--- src/rtl/bitop_pkg.sv ---
package bitop_pkg;
  typedef enum logic [1:0] {
    BOP_SET = 2'b00,
    BOP_CLR = 2'b01,
    BOP_INV = 2'b10,
    BOP_EXT = 2'b11
  } bop_e;
endpackage

--- src/rtl/bitop_index_sel.sv ---
module bitop_index_sel #(
  parameter int DATA_W = 64,
  localparam int IDX_W = $clog2(DATA_W)
) (
  input  logic              from_imm,
  input  logic [DATA_W-1:0] reg_idx,
  input  logic [IDX_W-1:0]  imm_idx,
  output logic [IDX_W-1:0]  idx
);
  logic [DATA_W-1:0] reg_mod;

  // position wraps at the word width
  always_comb begin
    reg_mod = reg_idx % DATA_W;
    idx     = from_imm ? imm_idx : reg_mod[IDX_W-1:0];
  end
endmodule

--- src/rtl/bitop_mask_gen.sv ---
module bitop_mask_gen #(
  parameter int DATA_W = 64,
  localparam int IDX_W = $clog2(DATA_W)
) (
  input  logic [IDX_W-1:0]  idx,
  output logic [DATA_W-1:0] mask
);
  // one decoder leg per bit position
  for (genvar g = 0; g < DATA_W; g++) begin : g_leg
    assign mask[g] = (idx == IDX_W'(g));
  end
endmodule

--- src/rtl/bitop_alu.sv ---
module bitop_alu
  import bitop_pkg::*;
#(
  parameter int DATA_W = 64,
  localparam int IDX_W = $clog2(DATA_W)
) (
  input  bop_e              op,
  input  logic [DATA_W-1:0] src,
  input  logic [DATA_W-1:0] mask,
  input  logic [IDX_W-1:0]  idx,
  output logic [DATA_W-1:0] res
);
  logic [DATA_W-1:0] shifted;

  always_comb begin
    shifted = src >> idx;
    unique case (op)
      BOP_SET: res = src | mask;
      BOP_CLR: res = src & ~mask;
      BOP_INV: res = src ^ mask;
      default: res = {{(DATA_W-1){1'b0}}, shifted[0]};
    endcase
  end
endmodule

--- src/rtl/bitop_unit.sv ---
module bitop_unit
  import bitop_pkg::*;
#(
  parameter int DATA_W = 64,
  localparam int IDX_W = $clog2(DATA_W)
) (
  input  logic              clk,
  input  logic              rst,
  input  logic              in_valid,
  input  logic [1:0]        op_sel,
  input  logic              idx_from_imm,
  input  logic [DATA_W-1:0] reg_idx,
  input  logic [IDX_W-1:0]  imm_idx,
  input  logic [DATA_W-1:0] src,
  input  logic              ext_en,
  output logic              out_valid,
  output logic [DATA_W-1:0] result,
  output logic              illegal
);
  logic [IDX_W-1:0]  idx;
  logic [DATA_W-1:0] mask;
  logic [DATA_W-1:0] alu_res;

  bitop_index_sel #(.DATA_W(DATA_W)) u_isel (
    .from_imm (idx_from_imm),
    .reg_idx  (reg_idx),
    .imm_idx  (imm_idx),
    .idx      (idx)
  );

  bitop_mask_gen #(.DATA_W(DATA_W)) u_mask (
    .idx  (idx),
    .mask (mask)
  );

  bitop_alu #(.DATA_W(DATA_W)) u_alu (
    .op   (bop_e'(op_sel)),
    .src  (src),
    .mask (mask),
    .idx  (idx),
    .res  (alu_res)
  );

  always_ff @(posedge clk) begin
    if (rst) begin
      out_valid <= 1'b0;
      result    <= '0;
      illegal   <= 1'b0;
    end else begin
      out_valid <= in_valid;
      if (in_valid) begin
        result  <= ext_en ? alu_res : '0;
        illegal <= ~ext_en;
      end
    end
  end
endmodule

--- config.mk ---
export PLATFORM = sky130hd
export DESIGN_NAME = bitop_unit
export DESIGN_NICKNAME = d
export VERILOG_FILES = /design/src/rtl/bitop_pkg.sv /design/src/rtl/bitop_index_sel.sv /design/src/rtl/bitop_mask_gen.sv /design/src/rtl/bitop_alu.sv /design/src/rtl/bitop_unit.sv
export SDC_FILE = /design/constraint.sdc
export NUM_CORES = 1
export LEC_CHECK = 0
export CORE_ASPECT_RATIO = 2
export CORE_MARGIN = 2
export CORE_UTILIZATION = 44
export CTS_CLUSTER_SIZE = 28
export DETAILED_ROUTE_END_ITERATION = 10
export GPL_TIMING_DRIVEN = 0
export PLACE_DENSITY = 0.79
export SYNTH_ARGS = -nofsm -noshare
export SYNTH_HDL_FRONTEND = slang
export SYNTH_SLANG_ARGS = --single-unit
--- constraint.sdc ---
create_clock -name clk -period 3.2 [get_ports clk]
set_input_delay 0.8 -clock clk [delete_from_list [all_inputs] [get_ports clk]]
set_output_delay 0.8 -clock clk [all_outputs]
set_load 0.01 [all_outputs]
# Word level (Yosys, flattened, before mapping)
# Index checks and enable logic that the tools add are counted.
[word_totals] ff_bits=66 elab_cells=79
[op_classes] n_reduce_logical=2 mux=3 n_shift=1 n_eq_ne=65 bitwise=5
[ops] op="$eq 6x6->1 const B" n=32
[ops] op="$pmux 64 s3" n=1
[ops] op="$eq 6x5->1 const B" n=16
[ops] op="$and 64x64->64" n=1
[ops] op="$mux 64" n=1
[ops] op="$not 64->64" n=1
[ops] op="$or 64x64->64" n=1
[ops] op="$shr 64x6->1" n=1
[ops] op="$xor 64x64->64" n=1
[ops] op="$eq 6x4->1 const B" n=8
[ops] op="$eq 6x3->1 const B" n=4
[ops] op="$eq 6x2->1 const B" n=2
[ops] op="$eq 6x1->1 const B" n=1
[ops] op="$logic_not 6->1" n=1
[ops] op="$mux 6" n=1
[ops] op="$eq 2x1->1 const B" n=1
[ops] op="$eq 2x2->1 const B" n=1
[ops] op="$logic_not 2->1" n=1
[ops] op="$not 1->1" n=1

# Depth between registers and ports, before layout
[depth] depth_word=6 ltp_mapped=14 depth_no_buf=10

# Hierarchy
# From an unflattened synthesis, not the netlist that was laid out.
[unflattened] hier_cells=975 area_unflattened_um2=7208.2
[by_module_without_submodules] mod="bitop_alu" cells_each=584 seq_area_each_um2=0.0 instances=1 area_per_inst_um2=4078.9
[by_module_without_submodules] mod="bitop_unit" cells_each=289 seq_area_each_um2=1321.3 instances=1 area_per_inst_um2=2566.2
[by_module_without_submodules] mod="bitop_mask_gen" cells_each=95 seq_area_each_um2=0.0 instances=1 area_per_inst_um2=461.7
[by_module_without_submodules] mod="bitop_index_sel" cells_each=7 seq_area_each_um2=0.0 instances=1 area_per_inst_um2=101.3

# Worst setup path after synthesis
# OpenSTA, ideal clock, no wires.
[synth_timing] path_kind="input to register" from="in idx_from_imm" to="reg result[0]" setup_ns=0.076 t_arrival_ns=3.179 cell_stages=14 required_ns=3.124 path_slack_ns=-0.055 path_buffers=4 path_cell_list="buf_6 -> mux2i_1 -> buf_2 -> and2_0 -> clkbuf_1 -> clkbuf_1 -> nand3_1 -> ha_1 -> nor2b_1 -> o31ai_1 -> nand2_1 -> a21oi_1 -> mux2i_1 -> o22ai_1"
[synth_between] elab_chain_cells=6 elab_cells_between_ends=9 classes_between="shift: 1; mux: 3; bitwise: 4; reduce/logical: 1"
[synth_lines] element="from (decl)" line="bitop_unit.sv:11" text="input logic idx_from_imm,"
[synth_lines] element="$mux 6 (*)" line="bitop_index_sel.sv:15" text="idx = from_imm ? imm_idx : reg_mod[IDX_W-1:0];"
[synth_lines] element="parallel branches: the longest is 3 deep, another holds $shr 64x6->1"
[synth_lines] element="$pmux 64 s3 (*)" line="bitop_alu.sv:17" text="unique case (op)"
[synth_lines] element="$mux 64 (*)" line="bitop_unit.sv:52" text="result <= ext_en ? alu_res : '0;"
[synth_lines] element="to (signal assigned)" line="bitop_unit.sv:52"
[synth_lines] element="to (decl)" line="bitop_unit.sv:17" text="output logic [DATA_W-1:0] result,"
# Mark *: on every way between the ends.
# A chain may end at the register's enable or synchronous reset.

# Worst setup path in the final report
[layout_timing] from="in reg_idx[0]" to="reg result[0]"
[layout_between] elab_chain_cells=6 elab_cells_between_ends=9 classes_between="shift: 1; mux: 3; bitwise: 4; reduce/logical: 1"
[layout_lines] element="from (decl)" line="bitop_unit.sv:12" text="input logic [DATA_W-1:0] reg_idx,"
[layout_lines] element="$mux 6 (*)" line="bitop_index_sel.sv:15"
[layout_lines] element="parallel branches: the longest is 3 deep, another holds $shr 64x6->1"
[layout_lines] element="$pmux 64 s3 (*)" line="bitop_alu.sv:17"
[layout_lines] element="$mux 64 (*)" line="bitop_unit.sv:52"
# Marked as above.

==> results.ini <==
[outcome]
status = finished clean

[cts]
clock_sink_count = 66
cts-htree-levels = 3
cts.hold.buffers_added = 0
cts.root.buffer_cell = sky130_fd_sc_hd__clkbuf_16
numCtsBuffers = 9
clock_insertion_delay_worst_skew_ns = 0.35
cts_tree = yes
clockBufferDepth = 2
cts.clk_slew.worst_paths_ns = 0.06

[sta]
rsz0062_at_grt = true
relSlewSlack = 0.192
final-setup-viol-count = 0
drv_slew = 0
period_minus_slack_ns = 3.13
fin_worst_skew_ns = 0
layout_worst_path_cycle_share = 0.978
timing.final.hold_violations = 0
fmax_mhz = 320
tightest_slew_ns = 1.21

[logic_synthesis]
yosysMostFrequentCell = sky130_fd_sc_hd__ha_1
synth.net_count = 1181
yosysUniqueCellTypes = 28
synth_top_cells_by_area = sky130_fd_sc_hd__ha_1 (24%), sky130_fd_sc_hd__dfxtp_1 (20%), sky130_fd_sc_hd__a21oi_1 (8.2%)
synthFlopType = sky130_fd_sc_hd__dfxtp_1
synth-seq-area-share = 0.198
synth_edf_count = 0
synth-async-reset-ratio = 0
warning_count_from_the_yosys_run = 0
post-synth-top-area-cell = sky130_fd_sc_hd__ha_1
synthTopCellsByCount = sky130_fd_sc_hd__ha_1 (128), sky130_fd_sc_hd__nor2_1 (110), sky130_fd_sc_hd__a21oi_1 (109), sky130_fd_sc_hd__inv_1 (91), sky130_fd_sc_hd__nand2_1 (83)
postSynthAreaPerCell_um2 = 7.30
synth_cells = 912
synth-seq-cells = 66
synth.top_cell.area_share = 0.241
post_synth_instance_area_um2 = 6660

[layout]
antenna-diode-count = 0
drive_above_1_share = 0.0633
area.growth.synth_to_final_pct = 33.1
final_design_area_no_fill_um2 = 8860
final_layout_net_count = 1339

[setup_path]
worst_ep_required_time_ns = 3.48
crit_type = primary input to flip-flop
cp_max_fo = 10
arrival_ns = 3.41
setup.worst_path.start_class = primary input
worst_setup_path_end_kind = flip-flop

[route]
detail_route.vias_per_cell = 5.52
total_via_count_after_detailed_routing = 7006
remaining_drc_errors = 0
detail_route.wirelength_um = 21900
ant_nets = 0
post_drt_wl_per_cell_um = 17.2
drt_iter0_drc = 531
drtPass1Iterations = 7

[global_route]
number_of_antenna_violations_at_the_first_check_in_global_routing = 0
first_global_vias = 7101
grt_first_pass_wirelength_um = 34800
pin_count_of_the_biggest_net_entering_global_routing = 12
overflow = 0
grt_util_all_layers = 0.273

[floorplanning]
initial_core_util = 0.449
core.rowCount = 63
die_w_um = 91.0
design.die.area_um2 = 16200
die_y_um = 178
ios = 207
floorplan.core_area_um2 = 14800

[hold_path]
worstHoldPathType = flip-flop to flip-flop

[power_and_ir_drop]
leakage_nw = 3.72
power_density_nw_per_um2 = 298
power.total_mw = 2.64
max-vdd-ir-drop_mv = 0.259

[placement]
placedInstanceArea_um2 = 8370
buffer_ports.inserted = 146
hpwl_um = 16900
place_congestion = 0.952

[flow_run]
maxCapViolations = 0

## final timing paths
path	from	to	slack, ns	cells past startpoint
hold reg to reg	illegal	illegal	0.51	2
hold / removal	illegal	illegal	0.51	2
setup / recovery	reg_idx[0]	result[0]	0.07	14
setup reg to reg	result[38]	result[38]	2.40	3
## cell type report
| cell class | count | area [um2] |
|---|---|---|
| fillers | 1370 | 5960 |
| multi-input cells | 686 | 4850 |
| repair buffers | 148 | 1480 |
| flip-flops and latches | 66 | 1320 |
| inverters | 91 | 342 |
| plain buffers | 68 | 337 |
| well taps | 195 | 244 |
| clock buffers | 10 | 229 |
| clock inverters | 6 | 57.6 |
## cells by family after synthesis
family,count (synthesis),share of synthesized area
muxes,39,0.0925
adders and majority gates,128,0.241
buffers and inverters,160,0.0934
AOI/OAI and AO/OA,188,0.149
and+or+nand+nor,331,0.226
DFF,66,0.198
## metrics by stage
step	util	instances	hold WS, ns	worst slack [ns]	TNS, ns
after detailed placement	0.565	1253	0.502	-1.07	-43.46
final	0.598	1270	0.511	0.0714	0
after floorplan	-	912	0.533	0.0454	0
after global routing	0.598	1270	0.547	-0.0520	-0.0826
after global placement	0.565	1253	0.485	-0.968	-39.83
after CTS	0.590	1269	0.520	-0.142	-0.142
## timing repair
| action | 4_1_cts | 5_1_grt |
|---|---|---|
| setup buffers | 1 | 1 |
| resized for setup | 27 | 36 |
| endpoints found under the setup margin | 63 | 51 |
| pin swaps | 0 | 2 |
## metal layers
layer  track usage  part of all wire  vias to the layer above
li1              -                 -                     3335
met1         0.277              0.36                     3240
met2         0.474              0.51                      322
met3        0.0594             0.062                      109
met4         0.225             0.075                        0
met5             0                 0                        -
## where the power goes
part           switching [mW]  internal [mW]  leakage (nW)  total (mW)
logic                   0.451          0.363          3.04       0.815
registers              0.0117          0.848         0.536       0.860
clock network           0.371          0.596         0.142       0.967
total                   0.834           1.81          3.72        2.64
## layout by cell type (no fill, tap or decap), types with 43 or more instances in the layout
master                            instances
sky130_fd_sc_hd__clkdlybuf4s50_1        146
sky130_fd_sc_hd__ha_1                   128
sky130_fd_sc_hd__a21oi_1                109
sky130_fd_sc_hd__nor2_1                 108
sky130_fd_sc_hd__inv_1                   91
sky130_fd_sc_hd__nand2_1                 83
sky130_fd_sc_hd__nor2b_1                 67
sky130_fd_sc_hd__dfxtp_1                 66
sky130_fd_sc_hd__nand3_1                 64
sky130_fd_sc_hd__o21ai_0                 62
sky130_fd_sc_hd__clkbuf_1                43
## flip-flops by register name (all words and copies together), names as in the netlist
signal and flops:
illegal 1, out_valid 1, result 64
## critical path, stage by stage
cell	delay [ns]
sky130_fd_sc_hd__clkdlybuf4s50_1	0.44
sky130_fd_sc_hd__mux2i_4	0.24
sky130_fd_sc_hd__buf_12	0.19
sky130_fd_sc_hd__and2_0	0.14
sky130_fd_sc_hd__clkbuf_4	0.21
sky130_fd_sc_hd__buf_6	0.18
sky130_fd_sc_hd__nand3_1	0.11
sky130_fd_sc_hd__ha_1	0.19
sky130_fd_sc_hd__nor2b_1	0.13
sky130_fd_sc_hd__o31ai_2	0.30
sky130_fd_sc_hd__nand2_1	0.09
sky130_fd_sc_hd__a21oi_1	0.14
sky130_fd_sc_hd__mux2i_1	0.10
sky130_fd_sc_hd__o22ai_1	0.16
Note: power is estimated with default switching activity, not from simulation.
